--- src/rtl/csp_pkg.sv ---
package csp_pkg;

  typedef enum logic [1:0] {
    MODE_TDM = 2'd0,
    MODE_I2S = 2'd1,
    MODE_ACL = 2'd2,
    MODE_ALT = 2'd3
  } csp_mode_e;

  // Bits in a given slot: the AC-link tag slot has a fixed size, and other
  // slots use the programmed size, clamped to a minimum of four bits.
  function automatic int unsigned slot_bits(csp_mode_e mode, int unsigned slot,
                                            int unsigned size_m1, int unsigned tag_bits);
    int unsigned w;
    w = (size_m1 < 3) ? 4 : size_m1 + 1;
    if (mode == MODE_ACL && slot == 0) return tag_bits;
    return w;
  endfunction

  // Slots in one frame: one word per word-select phase in I2S mode.
  function automatic int unsigned frame_slots(csp_mode_e mode, int unsigned cnt_m1);
    if (mode == MODE_I2S) return 1;
    return cnt_m1 + 1;
  endfunction

  // Level trigger or edge trigger, depending on mode.
  function automatic logic sync_event(csp_mode_e mode, logic cur, logic prev);
    if (mode == MODE_I2S) return cur ^ prev;
    return cur;
  endfunction

endpackage

--- src/rtl/csp_sync_detect.sv ---
module csp_sync_detect
  import csp_pkg::*;
(
  input  logic      clk,
  input  logic      rst,
  input  csp_mode_e mode,
  input  logic      fsync_in,
  output logic      trig
);
  logic fs_q;
  logic fs_prev;

  always_ff @(posedge clk) begin
    if (rst) begin
      fs_q    <= 1'b0;
      fs_prev <= 1'b0;
    end else begin
      fs_q    <= fsync_in;
      fs_prev <= fs_q;
    end
  end

  assign trig = sync_event(mode, fs_q, fs_prev);

  // in I2S mode an event only ever follows a change of the captured line
  p_edge_only_r2: assert property (@(posedge clk) disable iff (rst)
    (mode == MODE_I2S && trig) |-> (fs_q != $past(fs_q)));

  // in level modes an event needs the captured line high
  p_level_only_r1: assert property (@(posedge clk) disable iff (rst)
    (mode != MODE_I2S && trig) |-> fs_q);
endmodule

--- src/rtl/csp_frame_ctrl.sv ---
module csp_frame_ctrl
  import csp_pkg::*;
#(
  parameter int W_MAX = 16,
  parameter int N_MAX = 16,
  parameter int TAG_W = 16,
  localparam int BW = $clog2(W_MAX),
  localparam int SW = $clog2(N_MAX),
  localparam int LW = BW + 1
) (
  input  logic          clk,
  input  logic          rst,
  input  csp_mode_e     mode,
  input  logic [BW-1:0] size_m1,
  input  logic [SW-1:0] count_m1,
  input  logic          trig,
  output logic          active,
  output logic          last_bit,
  output logic          frame_end,
  output logic          word_load,
  output logic [LW-1:0] cur_len,
  output logic [LW-1:0] load_len
);
  logic [BW-1:0] bit_cnt;
  logic [SW-1:0] slot_cnt;
  logic [SW:0]   n_slots;
  logic          last_slot;
  logic          start_frame;

  assign cur_len  = LW'(slot_bits(mode, 32'(slot_cnt), 32'(size_m1), TAG_W));
  assign n_slots  = (SW+1)'(frame_slots(mode, 32'(count_m1)));

  assign last_bit    = active && ({1'b0, bit_cnt} == cur_len - 1'b1);
  assign last_slot   = ({1'b0, slot_cnt} == n_slots - 1'b1);
  assign frame_end   = last_bit && last_slot;
  assign start_frame = trig && (!active || frame_end);
  assign word_load   = start_frame || (last_bit && !last_slot);

  always_comb begin
    if (start_frame)
      load_len = LW'(slot_bits(mode, 0, 32'(size_m1), TAG_W));
    else
      load_len = LW'(slot_bits(mode, 32'(slot_cnt) + 1, 32'(size_m1), TAG_W));
  end

  always_ff @(posedge clk) begin
    if (rst) begin
      active   <= 1'b0;
      bit_cnt  <= '0;
      slot_cnt <= '0;
    end else if (start_frame) begin
      active   <= 1'b1;
      bit_cnt  <= '0;
      slot_cnt <= '0;
    end else if (last_bit) begin
      bit_cnt <= '0;
      if (last_slot) begin
        active   <= 1'b0;
        slot_cnt <= '0;
      end else begin
        slot_cnt <= slot_cnt + 1'b1;
      end
    end else if (active) begin
      bit_cnt <= bit_cnt + 1'b1;
    end
  end

  // an accepted sync resets the generator to slot 0, bit 0
  p_start_r1: assert property (@(posedge clk) disable iff (rst)
    start_frame |=> (active && bit_cnt == '0 && slot_cnt == '0));

  // mid-frame the transfer keeps running
  p_no_abort_r5: assert property (@(posedge clk) disable iff (rst)
    (active && !last_bit) |=> active);

  // mid-frame, the bit counter only advances by one
  p_no_restart_r5: assert property (@(posedge clk) disable iff (rst)
    (active && !last_bit) |=> (bit_cnt == $past(bit_cnt) + 1'b1));

  // bit position stays inside the slot
  p_bit_bound_r4: assert property (@(posedge clk) disable iff (rst)
    active |-> ({1'b0, bit_cnt} < cur_len));

  // reset leaves the block idle
  p_reset_idle_r10: assert property (@(posedge clk)
    rst |=> !active);
endmodule

--- src/rtl/csp_tx_shift.sv ---
module csp_tx_shift #(
  parameter int W_MAX = 16,
  localparam int LW = $clog2(W_MAX) + 1
) (
  input  logic             clk,
  input  logic             rst,
  input  logic             active,
  input  logic             frame_end,
  input  logic             word_load,
  input  logic [LW-1:0]    load_len,
  input  logic [W_MAX-1:0] tx_data,
  input  logic             tx_valid,
  output logic             sdo
);
  logic [W_MAX-1:0] sh;
  logic [LW-1:0]    pad;
  logic [W_MAX-1:0] aligned;

  // left-justify the word so its MSb sits at the shifter's top bit
  assign pad     = LW'(W_MAX) - load_len;
  assign aligned = tx_data << pad;

  always_ff @(posedge clk) begin
    if (rst)
      sh <= '0;
    else if (word_load)
      sh <= tx_valid ? aligned : '0;
    else if (active && !frame_end)
      sh <= sh << 1;
    else
      sh <= '0;
  end

  assign sdo = sh[W_MAX-1];

  // an empty load sends a zero MSb
  p_zero_fill_r7: assert property (@(posedge clk) disable iff (rst)
    (word_load && !tx_valid) |=> !sdo);

  // idle with no load keeps the line low
  p_idle_low_r10: assert property (@(posedge clk) disable iff (rst)
    (!active && !word_load) |=> !sdo);
endmodule

--- src/rtl/csp_rx_shift.sv ---
module csp_rx_shift #(
  parameter int W_MAX = 16,
  localparam int LW = $clog2(W_MAX) + 1
) (
  input  logic             clk,
  input  logic             rst,
  input  logic             active,
  input  logic             last_bit,
  input  logic [LW-1:0]    cur_len,
  input  logic             sdi,
  output logic [W_MAX-1:0] rx_data,
  output logic             rx_valid
);
  logic             sdi_q;
  logic [W_MAX-1:0] sh;
  logic [W_MAX-1:0] mask;
  logic [W_MAX-1:0] word;

  // receive bit captured mid-slot, on the falling edge
  always_ff @(negedge clk) begin
    if (rst) sdi_q <= 1'b0;
    else     sdi_q <= sdi;
  end

  assign mask = {W_MAX{1'b1}} >> (LW'(W_MAX) - cur_len);
  assign word = {sh[W_MAX-2:0], sdi_q} & mask;

  always_ff @(posedge clk) begin
    if (rst) begin
      sh       <= '0;
      rx_data  <= '0;
      rx_valid <= 1'b0;
    end else begin
      rx_valid <= 1'b0;
      if (active) begin
        sh <= {sh[W_MAX-2:0], sdi_q};
        if (last_bit) begin
          rx_data  <= word;
          rx_valid <= 1'b1;
        end
      end
    end
  end

  // slots are at least four bits, so strobes never touch
  p_rx_pulse_r8: assert property (@(posedge clk) disable iff (rst)
    rx_valid |=> !rx_valid);

  // no strobe straight out of reset
  p_rx_quiet_r10: assert property (@(posedge clk)
    rst |=> !rx_valid);
endmodule

--- src/rtl/codec_slave_port.sv ---
module codec_slave_port
  import csp_pkg::*;
#(
  parameter int W_MAX = 16,
  parameter int N_MAX = 16,
  parameter int TAG_W = 16,
  localparam int BW = $clog2(W_MAX),
  localparam int SW = $clog2(N_MAX),
  localparam int LW = BW + 1
) (
  input  logic             clk,
  input  logic             rst,
  input  logic [1:0]       mode_sel,
  input  logic [BW-1:0]    word_bits_m1,
  input  logic [SW-1:0]    frame_words_m1,
  input  logic             fsync_in,
  input  logic             sdi,
  output logic             sdo,
  input  logic [W_MAX-1:0] tx_data,
  input  logic             tx_valid,
  output logic             tx_ready,
  output logic [W_MAX-1:0] rx_data,
  output logic             rx_valid
);
  csp_mode_e     mode;
  logic          trig;
  logic          active;
  logic          last_bit;
  logic          frame_end;
  logic          word_load;
  logic [LW-1:0] cur_len;
  logic [LW-1:0] load_len;

  assign mode     = csp_mode_e'(mode_sel);
  assign tx_ready = word_load;

  csp_sync_detect u_sync (
    .clk      (clk),
    .rst      (rst),
    .mode     (mode),
    .fsync_in (fsync_in),
    .trig     (trig)
  );

  csp_frame_ctrl #(.W_MAX(W_MAX), .N_MAX(N_MAX), .TAG_W(TAG_W)) u_ctrl (
    .clk       (clk),
    .rst       (rst),
    .mode      (mode),
    .size_m1   (word_bits_m1),
    .count_m1  (frame_words_m1),
    .trig      (trig),
    .active    (active),
    .last_bit  (last_bit),
    .frame_end (frame_end),
    .word_load (word_load),
    .cur_len   (cur_len),
    .load_len  (load_len)
  );

  csp_tx_shift #(.W_MAX(W_MAX)) u_tx (
    .clk       (clk),
    .rst       (rst),
    .active    (active),
    .frame_end (frame_end),
    .word_load (word_load),
    .load_len  (load_len),
    .tx_data   (tx_data),
    .tx_valid  (tx_valid),
    .sdo       (sdo)
  );

  csp_rx_shift #(.W_MAX(W_MAX)) u_rx (
    .clk      (clk),
    .rst      (rst),
    .active   (active),
    .last_bit (last_bit),
    .cur_len  (cur_len),
    .sdi      (sdi),
    .rx_data  (rx_data),
    .rx_valid (rx_valid)
  );

  // a sync on the final bit reloads the next word without a gap
  p_back_to_back_r6: assert property (@(posedge clk) disable iff (rst)
    (frame_end && trig) |-> tx_ready);

  // a load never happens twice in a row
  p_ready_single_r7: assert property (@(posedge clk) disable iff (rst)
    tx_ready |=> !tx_ready);
endmodule

--- config.mk ---
export PLATFORM = sky130hd
export DESIGN_NAME = codec_slave_port
export DESIGN_NICKNAME = d
export VERILOG_FILES = /design/src/rtl/csp_pkg.sv /design/src/rtl/csp_sync_detect.sv /design/src/rtl/csp_frame_ctrl.sv /design/src/rtl/csp_tx_shift.sv /design/src/rtl/csp_rx_shift.sv /design/src/rtl/codec_slave_port.sv
export SDC_FILE = /design/constraint.sdc
export NUM_CORES = 1
export LEC_CHECK = 0
export BUFFER_PORTS_ARGS = -buffer_cell sky130_fd_sc_hd__buf_2
export CAP_MARGIN = 20
export CORE_MARGIN = 3
export CORE_UTILIZATION = 35
export CTS_CLUSTER_DIAMETER = 50
export DETAILED_ROUTE_END_ITERATION = 10
export GPL_ROUTABILITY_DRIVEN = 0
export PLACE_DENSITY = 0.54
export SLEW_MARGIN = 30
export SYNTH_ARGS = -nofsm -noshare
export SYNTH_HDL_FRONTEND = slang
export SYNTH_HIERARCHICAL = 1
export SYNTH_SLANG_ARGS = --single-unit
--- constraint.sdc ---
create_clock -name clk -period 14.7 [get_ports clk]
set_input_delay 4.41 -clock clk [delete_from_list [all_inputs] [get_ports clk]]
set_output_delay 4.41 -clock clk [all_outputs]
set_load 0.005 [all_outputs]
Word level (Yosys, flattened, before mapping)
Index checks and enable logic that the tools add are counted.

storage, ports and cells
  word-level logic and storage cells = 76
  output and inout bits = 19
  register bits = 60

operators by class
  shift-type cells = 2
  magnitude comparators = 1
  $add $sub $neg = 9
  reduce and logical (&&, ||, !) cells = 21
  bitwise logic cells = 3
  equal/unequal tests = 4
  mux-type cells = 26

operators by type and width
  kind                     number
  $mux W16                 3
  $mux W5                  9
  $logic_not A32 Y1        1
  $and A16 B16 Y16         1
  $shl A16 B5 Y16          1
  $shr A16 B5 Y16 const A  1
  $add A4 B1 Y5 const B    3
  $mux W1                  13
  $eq A4 B5 Y1             2
  $sub A5 B1 Y5 const B    2
  $sub A5 B5 Y5 const A    2
  $add A4 B1 Y4 const B    2
  $logic_and A1 B1 Y1      7
  $logic_not A4 Y1         1
  $lt A4 B2 Y1 const B     1
  $mux W4                  1
  $reduce_and A2 Y1        2
  $reduce_bool A2 Y1       2
  $reduce_or A2 Y1         2
  $logic_not A1 Y1         3
  $reduce_or A3 Y1         1
  $eq A2 B1 Y1 const B     1
  $eq A2 B2 Y1 const B     1
  $logic_or A1 B1 Y1       2
  2 further kinds          2

Logic depth before layout (Yosys ltp)
Gate-level depths: netlist of run 1.

  depth after elaboration = 17
  gate-level depth with buffers = 24

By module
The synthesis of run 1 kept the hierarchy.

by module, submodules not included
  module           times used  cells each  area each (µm²)
  csp_rx_shift     1           156         1487.7
  csp_tx_shift     1           131         1391.3
  csp_frame_ctrl   1           165         1263.7
  csp_sync_detect  1           6           88.8

==> results_dict.tcl, run 1 <==
set metrics [dict create \
    setup_viol 0 \
    clock_latency_ns 0.37 \
    critPathCaptureType "flip-flop" \
    cp_data_required_time_ns 7.58 \
    initial_utilization_pct 36.4 \
    hold_viol 0 \
    htreeDepth 3 \
    critPathMaxFanout 31 \
    maxCapViolations 0 \
    antenna_left 0 \
    overflow 0 \
    rsz0062_at_grt "no" \
    ctsHoldBuffers 0 \
    p_per_area_nw_per_um2 109 \
    antenna_found_initial 0 \
    max_stage_delay_ns 0.54 \
    cp.arrival_ns 5.07 \
    whs_ns 0.431 \
    finalNetCount 539 \
    hold_class "reg2reg" \
    netlist_instances 458 \
    final_util_pct 41.8 \
    irDropWorstVdd_mv 0.0549 \
    n_fill_cell 1175 \
    num_io_pins 50 \
    diodes 0 \
    synth_ff_type "dfxtp_1" \
    routed-via-count 3519 \
    routedWlPerCell_um 15.7 \
    ys_seq_area_share_pct 28.4 \
    clk_root_buffer_cell "clkbuf_16" \
    rows 39 \
    critPathSlowestCell "buf_2" \
    core_area_um2 11600 \
    numPortBuffers 49 \
    drtIter0Drc 227 \
    dieArea_um2 13400 \
    postCtsResizedCells 0 \
    grt_pass1_wl_um 16800 \
    grt_use_total_pct 15.6 \
    synth_area_per_cell_um2 9.24 \
    clkTransAtPathRegs_ns 0.05 \
    skew_ns 0.0534 \
    numCtsBuffers 9 \
    setup.worst_path.start_class "input port" \
    cts_buffer_depth 2 \
    relSlewSlack_pct 50.1 \
    die_y_um 116 \
    async_flop_share_pct 0 \
    grt_max_degree 32 \
    outcome "complete, no violations" \
    worst-path-buf-inv 1 \
    drv_slew 0 \
    syn_area_um2 4230 \
    detail_route.first_pass.iterations 4 \
    tightest_slew_ns 0.738 \
    syn_nets 501 \
    wirelength_um 10100 \
    die_w_um 116 \
    cp_top_family "buffers and inverters" \
    drive_above_1_share_pct 24.8 \
    post-dp-hpwl_um 7490 \
    ys_ff_latch 60 \
    post_cts_buffers 0 \
    ys_warn_count 6 \
    synth_edf_count 0 \
    drcViolationCount 0 \
    critical_path_class "in2reg" \
    leakage_nw 1.94 \
    cts_tree "done" \
    final.setup.tns_ns 0 \
    grt_pass1_vias 3402 \
    via_per_inst 5.46 \
    yosysUniqueCellTypes 82 \
    syn_to_final_growth_pct 14.8 \
    path_cells "buf_2 > nor2b_1" \
    numClockSinks 60 \
]
==> layer usage <==
metal	share of wire [%]	wire length [µm]	track usage (%)
met2	46	4590	24.5
met3	3.5	354	2.45
met1	49	4970	21.5
met4	1.7	170	5.96
met5	0	0	0
==> power breakdown <==
group	total (W)	switching [W]	internal, W
Clock	0.000223	0.0000782	0.000145
Sequential	0.000167	0.00000154	0.000165
Combinational	0.000139	0.0000796	0.0000594
Total	0.000529	0.000159	0.000369
==> state kept, by name, summed over array words and instances, names as in the netlist <==
name,cells
u_rx/rx_data,16
u_ctrl/active,1
u_sync/fs_prev,1
u_rx/sh,15
u_sync/fs_q,1
u_ctrl/slot_cnt,4
u_ctrl/bit_cnt,4
u_tx/sh,16
u_rx/rx_valid,1
u_rx/sdi_q,1
==> kinds of logic (layout without fill, tap and decap cells) <==
| group | count (synthesis) | after routing | synth area share [%] |
|---|---|---|---|
| XOR/XNOR | 22 | 22 | 5.35 |
| flip-flops | 60 | 60 | 28.4 |
| multiplexers | 45 | 45 | 14.3 |
| buffers and inverters | 44 | 87 | 5.68 |
| AO/OA/AOI/OAI | 102 | 102 | 19.8 |
| adder cells (fa/ha/maj) | 12 | 12 | 3.55 |
| AND/OR/NAND/NOR | 173 | 173 | 23.0 |
==> layout make-up <==
class | instances | area, µm² | area share (%)
Multi-Input combinational cell | 354 | 2820 | 58.0
Sequential cell | 60 | 1200 | 24.7
Clock buffer | 12 | 300 | 6.18
Timing Repair Buffer | 51 | 260 | 5.36
Tap cell | 143 | 179 | 3.68
Inverter | 19 | 71.3 | 1.47
Clock inverter | 5 | 30.0 | 0.618
==> layout by cell type (no fill, tap or decap), drive strengths merged, types with 3 or more instances in the layout <==
cell     netlist  final
xor2           8      8
a31oi          5      5
dfxtp         60     60
nand2         52     52
nand4         12     12
o31ai          6      6
o211ai        10     10
nor3b          3      3
nor2          35     35
ha            12     12
nand4b         4      4
mux4          10     10
nand3b         4      4
o2111ai        5      5
mux2i         23     23
and2           5      5
o21ai         21     21
a21o           5      5
buf           18     51
nor2b          5      5
and3          10     10
or2            3      3
nand2b         6      6
a21oi         16     16
mux2          12     12
nand3         13     13
a22oi          3      3
inv           20     21
clkinv         0      3
a32o           4      4
o41ai          7      7
nor3          10     10
clkbuf         6     12
xnor2         14     14
==> Yosys cell counts (all sizes together) (7+ instances only) <==
library cell   n  share of area [%]
dfxtp         60                 28
nand2         52                4.6
nor2          35                3.2
mux2i         23                5.4
o21ai         21                2.5
inv           20                1.8
buf           18                3.3
a21oi         16                1.9
xnor2         14                3.5
nand3         13                1.8
ha            12                3.5
mux2          12                3.5
nand4         12                1.9
and3          10                1.6
mux4          10                5.4
nor3          10                1.6
o211ai        10                1.9
xor2           8                1.8
o41ai          7                2.5
==> final timing paths <==
check                                       end  slack (ns)  cells past startpoint  startpoint
worst max-delay path                 u_rx/sdi_q        2.52                      2         rst
worst min-delay path                 u_tx/sh[5]        0.43                      2  u_tx/sh[4]
worst min register to register       u_tx/sh[5]        0.43                      2  u_tx/sh[4]
worst max register to register  u_rx/rx_data[0]        6.63                      2  u_rx/sdi_q
==> per-stage QoR <==
| step | cells | setup slack (ns) | area, µm² | total power [W] |
|---|---|---|---|---|
| 2_1_floorplan | 458 | 2.47 | 4230 | 0.000285 |
| 3_3_place_gp | 628 | 2.15 | 4510 | 0.000307 |
| 3_5_place_dp | 628 | 2.11 | 4520 | 0.000309 |
| 4_1_cts | 644 | 2.51 | 4850 | 0.000533 |
| 5_1_grt | 644 | 2.46 | 4860 | 0.000553 |
| 6_report | 644 | 2.52 | 4860 | 0.000529 |
Power figures use the tool's default switching activity.
==> inputs of run 2 (changes only) <==
Clock period 14.7 ns to 11.8 ns, I/O delays scaled along.
==> results_dict.tcl, run 2 (synthesis gave the netlist of run 1 again) <==
set metrics [dict create \
    dieArea_um2 13400 \
    skew_ns 0.0520 \
    irDropWorstVdd_mv 0.0741 \
    seq_area_um2 1200 \
    drcViolationCount 0 \
    grt_use_total_pct 15.7 \
    cp_top_family "simple AND/OR/NAND/NOR gates" \
    hold_class "reg2reg" \
    grt_pass1_wl_um 16800 \
    p_per_area_nw_per_um2 134 \
    dp.cells 629 \
    cts_tree "done" \
    die_w_um 116 \
    numPortBuffers 49 \
    wl_met3_um 352 \
    layout_common_cells "60 x dfxtp_1, 51 x nand2_1, 49 x buf_2, 33 x nor2_1, 23 x mux2i_1" \
    critical_path_class "in2out" \
    num_io_pins 50 \
    period_needed_ns 10.35 \
    clk_root_buffer_cell "clkbuf_16" \
    startpoint "mode_sel[0]" \
    antenna_found_initial 0 \
    ctsHoldBuffers 0 \
    wl_met1_um 4950 \
    multi_input_area_um2 2810 \
    routed.top_layer "met4" \
    post-route-period-util_pct 87.7 \
    critPathMaxFanout 13 \
    path_depth 13 \
    rsz0062_at_grt "no" \
    reg_top3 "u_rx/rx_data (16), u_tx/sh (16), u_rx/sh (15)" \
    final_common_cell "dfxtp_1" \
    stdcell_area_um2 4850 \
    detail_route.first_pass.iterations 4 \
    fin_ws_ns 1.45 \
    cp.arrival_ns 6.81 \
    r2r_cells 2 \
    cp_data_required_time_ns 8.26 \
    numClockSinks 60 \
    numCtsBuffers 9 \
    post_cts_buffers 0 \
    fmax_mhz 96.6 \
    setup_viol 0 \
    layout.cells.non_filler 645 \
    grt_pass1_vias 3386 \
    final.setup.tns_ns 0 \
    worst-path-buf-inv 2 \
    postCtsResizedCells 0 \
    hold_viol 0 \
    htreeDepth 3 \
    r2r_setup_slack_ns 5.13 \
    n_fill_cell 1170 \
    outcome "complete, no violations" \
    path_cells "buf_2 > nand2b_4 > or4b_1 > nand2_1 > ha_1 > xor2_1 > and3_1 > o21ai_1 > o221ai_1 > nand4_2 > nand2b_4 > nand2_1 > buf_2" \
    syn_to_final_growth_pct 14.7 \
    via_per_inst 5.54 \
    drtIter0Drc 173 \
    antenna_left 0 \
    post-dp-hpwl_um 7780 \
    dp_worst_setup_slack_ns 1.54 \
    critPathSlowestCell "or4b_1" \
    tightest_slew_ns 0.946 \
    grt_max_degree 33 \
    overflow 0 \
    wirelength_um 10300 \
    relSlewSlack_pct 36.9 \
    initial_utilization_pct 36.4 \
    clkTransAtPathRegs_ns 0.05 \
    die_y_um 116 \
    placed_cell_area_um2 4530 \
    routed-via-count 3572 \
    r2r-end "u_rx/rx_data[0]" \
    max_stage_delay_ns 0.66 \
    core_area_um2 11600 \
    finalNetCount 540 \
    diodes 0 \
    maxCapViolations 0 \
    rows 39 \
    setup.worst_path.start_class "input port" \
    critPathCaptureType "primary output" \
    reg2reg_from "u_rx/sdi_q" \
    drive_above_1_share_pct 24.7 \
    crit_end "tx_ready" \
    leakage_nw 1.94 \
    wl_met2_um 4800 \
    clock_latency_ns 0.37 \
    cts_buffer_depth 2 \
    routedWlPerCell_um 15.9 \
    drv_slew 0 \
]
==> run 2: layout make-up <==
| type | instances | share of cell area [%] |
|---|---|---|
| inverters | 19 | 1.47 |
| clock buffers | 14 | 6.31 |
| multi-input cells | 354 | 58.0 |
| well taps | 143 | 3.69 |
| flip-flops and latches | 60 | 24.7 |
| clock inverters | 3 | 0.309 |
| repair buffers | 52 | 5.52 |
==> run 2: report_power, final <==
group | switching [W] | internal [W] | total [W]
registers | 0.00000184 | 0.000206 | 0.000208
logic | 0.0000982 | 0.0000742 | 0.000172
clock network | 0.0000913 | 0.000179 | 0.000271
total | 0.000191 | 0.000459 | 0.000651
==> run 2: tightest hold or removal path: stages, from the launching register on <==
cell and delay [ns]:
dfxtp_1 0.30, nand2_1 0.04, o31ai_1 0.05
==> run 2: worst min-delay path by stage <==
stage,from,end,slack [ns],cells after the start
after floorplan,u_tx/sh[1],u_tx/sh[2],0.40,2
after global placement,u_tx/sh[4],u_tx/sh[5],0.42,2
after detailed placement,u_tx/sh[1],u_tx/sh[2],0.42,2
after CTS,u_tx/sh[4],u_tx/sh[5],0.43,2
after global routing,u_tx/sh[1],u_tx/sh[2],0.45,2
final,u_tx/sh[1],u_tx/sh[2],0.42,2
==> run 2: stage by stage <==
stage	hold WS, ns	power, W	util (%)
2_1_floorplan	0.401	0.000355	-
3_3_place_gp	0.416	0.000382	38.9
3_5_place_dp	0.415	0.000385	39.0
4_1_cts	0.427	0.000657	41.8
5_1_grt	0.447	0.000687	41.8
6_report	0.424	0.000651	41.8
==> run 2: per-layer routing <==
| metal | vias up | GRT usage (%) |
|---|---|---|
| met4 | 0 | 5.26 |
| met2 | 71 | 25.8 |
| met3 | 12 | 2.72 |
| li1 | 1776 | - |
| met1 | 1713 | 20.8 |
| met5 | - | 0 |
==> inputs of run 3 (changes only) <==
Settings changed: ABC_AREA set to 1, PLACE_DENSITY 0.54 to 0.55.
==> results_dict.tcl, run 3 <==
set metrics [dict create \
    synth.largest_area_cell "dfxtp_1" \
    fin_ws_ns 2.11 \
    final.setup.tns_ns 0 \
    synth_area_per_cell_um2 6.27 \
    cts_buffer_depth 2 \
    worst-path-buf-inv 1 \
    setup.worst_path.start_class "input port" \
    critPathMaxFanout 25 \
    numPortBuffers 49 \
    r2r-end "u_rx/rx_data[0]" \
    die_w_um 115 \
    reg2reg_from "u_rx/sdi_q" \
    numClockSinks 60 \
    rows 39 \
    grt_pass1_vias 3924 \
    r2r_setup_slack_ns 5.16 \
    dp_worst_setup_slack_ns 1.72 \
    p_per_area_nw_per_um2 133 \
    drv_slew 0 \
    postCtsResizedCells 0 \
    min_from "u_tx/sh[0]" \
    routedWlPerCell_um 11.7 \
    cp.arrival_ns 4.03 \
    synth_top_area_share_pct 29.0 \
    critPathSlowestCell "buf_2" \
    die_y_um 115 \
    n_fill_cell 1237 \
    clk_root_buffer_cell "clkbuf_16" \
    outcome "complete, no violations" \
    routed-via-count 4002 \
    critical_path_class "in2reg" \
    detail_route.first_pass.iterations 4 \
    synth_ff_type "dfxtp_1" \
    cts_tree "done" \
    skew_ns 0.0530 \
    finalNetCount 746 \
    syn_area_um2 4140 \
    relSlewSlack_pct 54.6 \
    numCtsBuffers 9 \
    dieArea_um2 13200 \
    htreeDepth 3 \
    clkTransAtPathRegs_ns 0.05 \
    antenna_found_initial 0 \
    irDropWorstVdd_mv 0.0719 \
    wirelength_um 9970 \
    cp_data_required_time_ns 6.14 \
    clock_latency_ns 0.37 \
    hold_class "reg2reg" \
    syn_nets 704 \
    path_cells "buf_2 > nor2_1" \
    overflow 0 \
    async_flop_share_pct 0 \
    final_common_cell "nand2_1" \
    num_io_pins 50 \
    initial_utilization_pct 36.0 \
    tightest_slew_ns 0.680 \
    layout_common_cells "210 x nand2_1, 88 x nand3_1, 85 x inv_1, 75 x nor2_1, 60 x dfxtp_1" \
    hold_viol 0 \
    synthTopCellsByArea "dfxtp_1 29%, nand2_1 19%, nand3_1 11%" \
    critPathCaptureType "flip-flop" \
    drive_above_1_share_pct 15.0 \
    maxCapViolations 0 \
    syn_to_final_growth_pct 14.5 \
    drtIter0Drc 223 \
    cp_top_family "buffers and inverters" \
    drcViolationCount 0 \
    ys_seq_area_share_pct 29.0 \
    core_area_um2 11500 \
    setup_viol 0 \
    max_stage_delay_ns 0.39 \
    yosysMostFrequentCell "nand2_1" \
    grt_pass1_wl_um 17100 \
    leakage_nw 2.46 \
    reg_top3 "u_rx/rx_data (16), u_tx/sh (16), u_rx/sh (15)" \
    post_cts_buffers 0 \
    netlist_instances 661 \
    ys_ff_latch 60 \
    holdPathStages 2 \
    grt_max_degree 29 \
    rsz0062_at_grt "no" \
    yosys-top-cells-count "210 x nand2_1, 88 x nand3_1, 85 x inv_1" \
    post-dp-hpwl_um 7580 \
    ctsHoldBuffers 0 \
    synth_edf_count 0 \
    via_per_inst 4.71 \
    ys_warn_count 6 \
    diodes 0 \
    yosysUniqueCellTypes 37 \
    r2r_cells 2 \
    hold_path_end "u_tx/sh[1]" \
    grt_use_total_pct 15.9 \
    final_util_pct 41.2 \
    antenna_left 0 \
]
==> run 3: changes by cell type after synthesis, moves of 11 or more <==
| cell | change |
|---|---|
| o21ai_0 | +11 |
| nand2_1 | +158 |
| nor2_1 | +41 |
| inv_1 | +66 |
| o21ai_1 | -11 |
| nand2_2 | +12 |
| mux2i_1 | -22 |
| nand3_1 | +76 |
==> run 3: cells by family after synthesis <==
| logic type | Yosys count | share of synthesized area, % |
|---|---|---|
| and+or+nand+nor | 420 | 47.2 |
| muxes | 1 | 0.242 |
| adders and majority gates | 12 | 3.62 |
| buffers and inverters | 110 | 11.7 |
| DFF | 60 | 29.0 |
| xor gates and xnor gates | 8 | 2.02 |
| AOI/OAI and AO/OA | 50 | 6.22 |
==> run 3: how the worst max path moves through the flow <==
| stage | start | to | slack (ns) | depth (start not counted) |
|---|---|---|---|---|
| CTS | rst | u_rx/sdi_q | 2.10 | 2 |
| detailed placement | rst | u_rx/sdi_q | 1.72 | 2 |
| finish | rst | u_rx/sdi_q | 2.11 | 2 |
| floorplan | rst | u_rx/sdi_q | 1.92 | 2 |
| global route | rst | u_rx/sdi_q | 2.07 | 2 |
| global placement | rst | u_rx/sdi_q | 1.75 | 2 |
==> run 3: per-layer routing <==
metal | part of all wire [%] | GRT usage, % | vias up | routed length (µm)
li1 | - | - | 2149 | -
met1 | 46 | 18.9 | 1781 | 4570
met2 | 49 | 27.7 | 54 | 4870
met3 | 3.0 | 3.26 | 18 | 303
met4 | 2.3 | 6.73 | 0 | 229
met5 | 0 | 0 | - | 0
==> run 3: area by class of cell <==
class                   count  area, µm²  share of cell area [%]
clock buffers              12        267                    5.62
clock inverters             3       37.5                   0.791
inverters                  90        344                    7.25
multi-input cells         491       2460                    51.9
flip-flops and latches     60       1200                    25.3
well taps                 143        179                    3.77
repair buffers             50        253                    5.33
==> run 3: report_power, final <==
part	switching (W)	internal (W)	total (W)
clock network	0.0000858	0.000178	0.000264
registers	0.00000367	0.000210	0.000213
logic	0.000107	0.0000487	0.000156
total	0.000197	0.000436	0.000633
==> run 3: per-stage QoR <==
stage / hold slack (ns) / area [µm²] / instances / power (W)
after floorplan: 0.424 / 4140 / 661 / 0.000344
after global placement: 0.439 / 4440 / 835 / 0.000372
after detailed placement: 0.442 / 4440 / 835 / 0.000374
after CTS: 0.459 / 4740 / 849 / 0.000642
after global routing: 0.483 / 4740 / 849 / 0.000671
final: 0.454 / 4740 / 849 / 0.000633
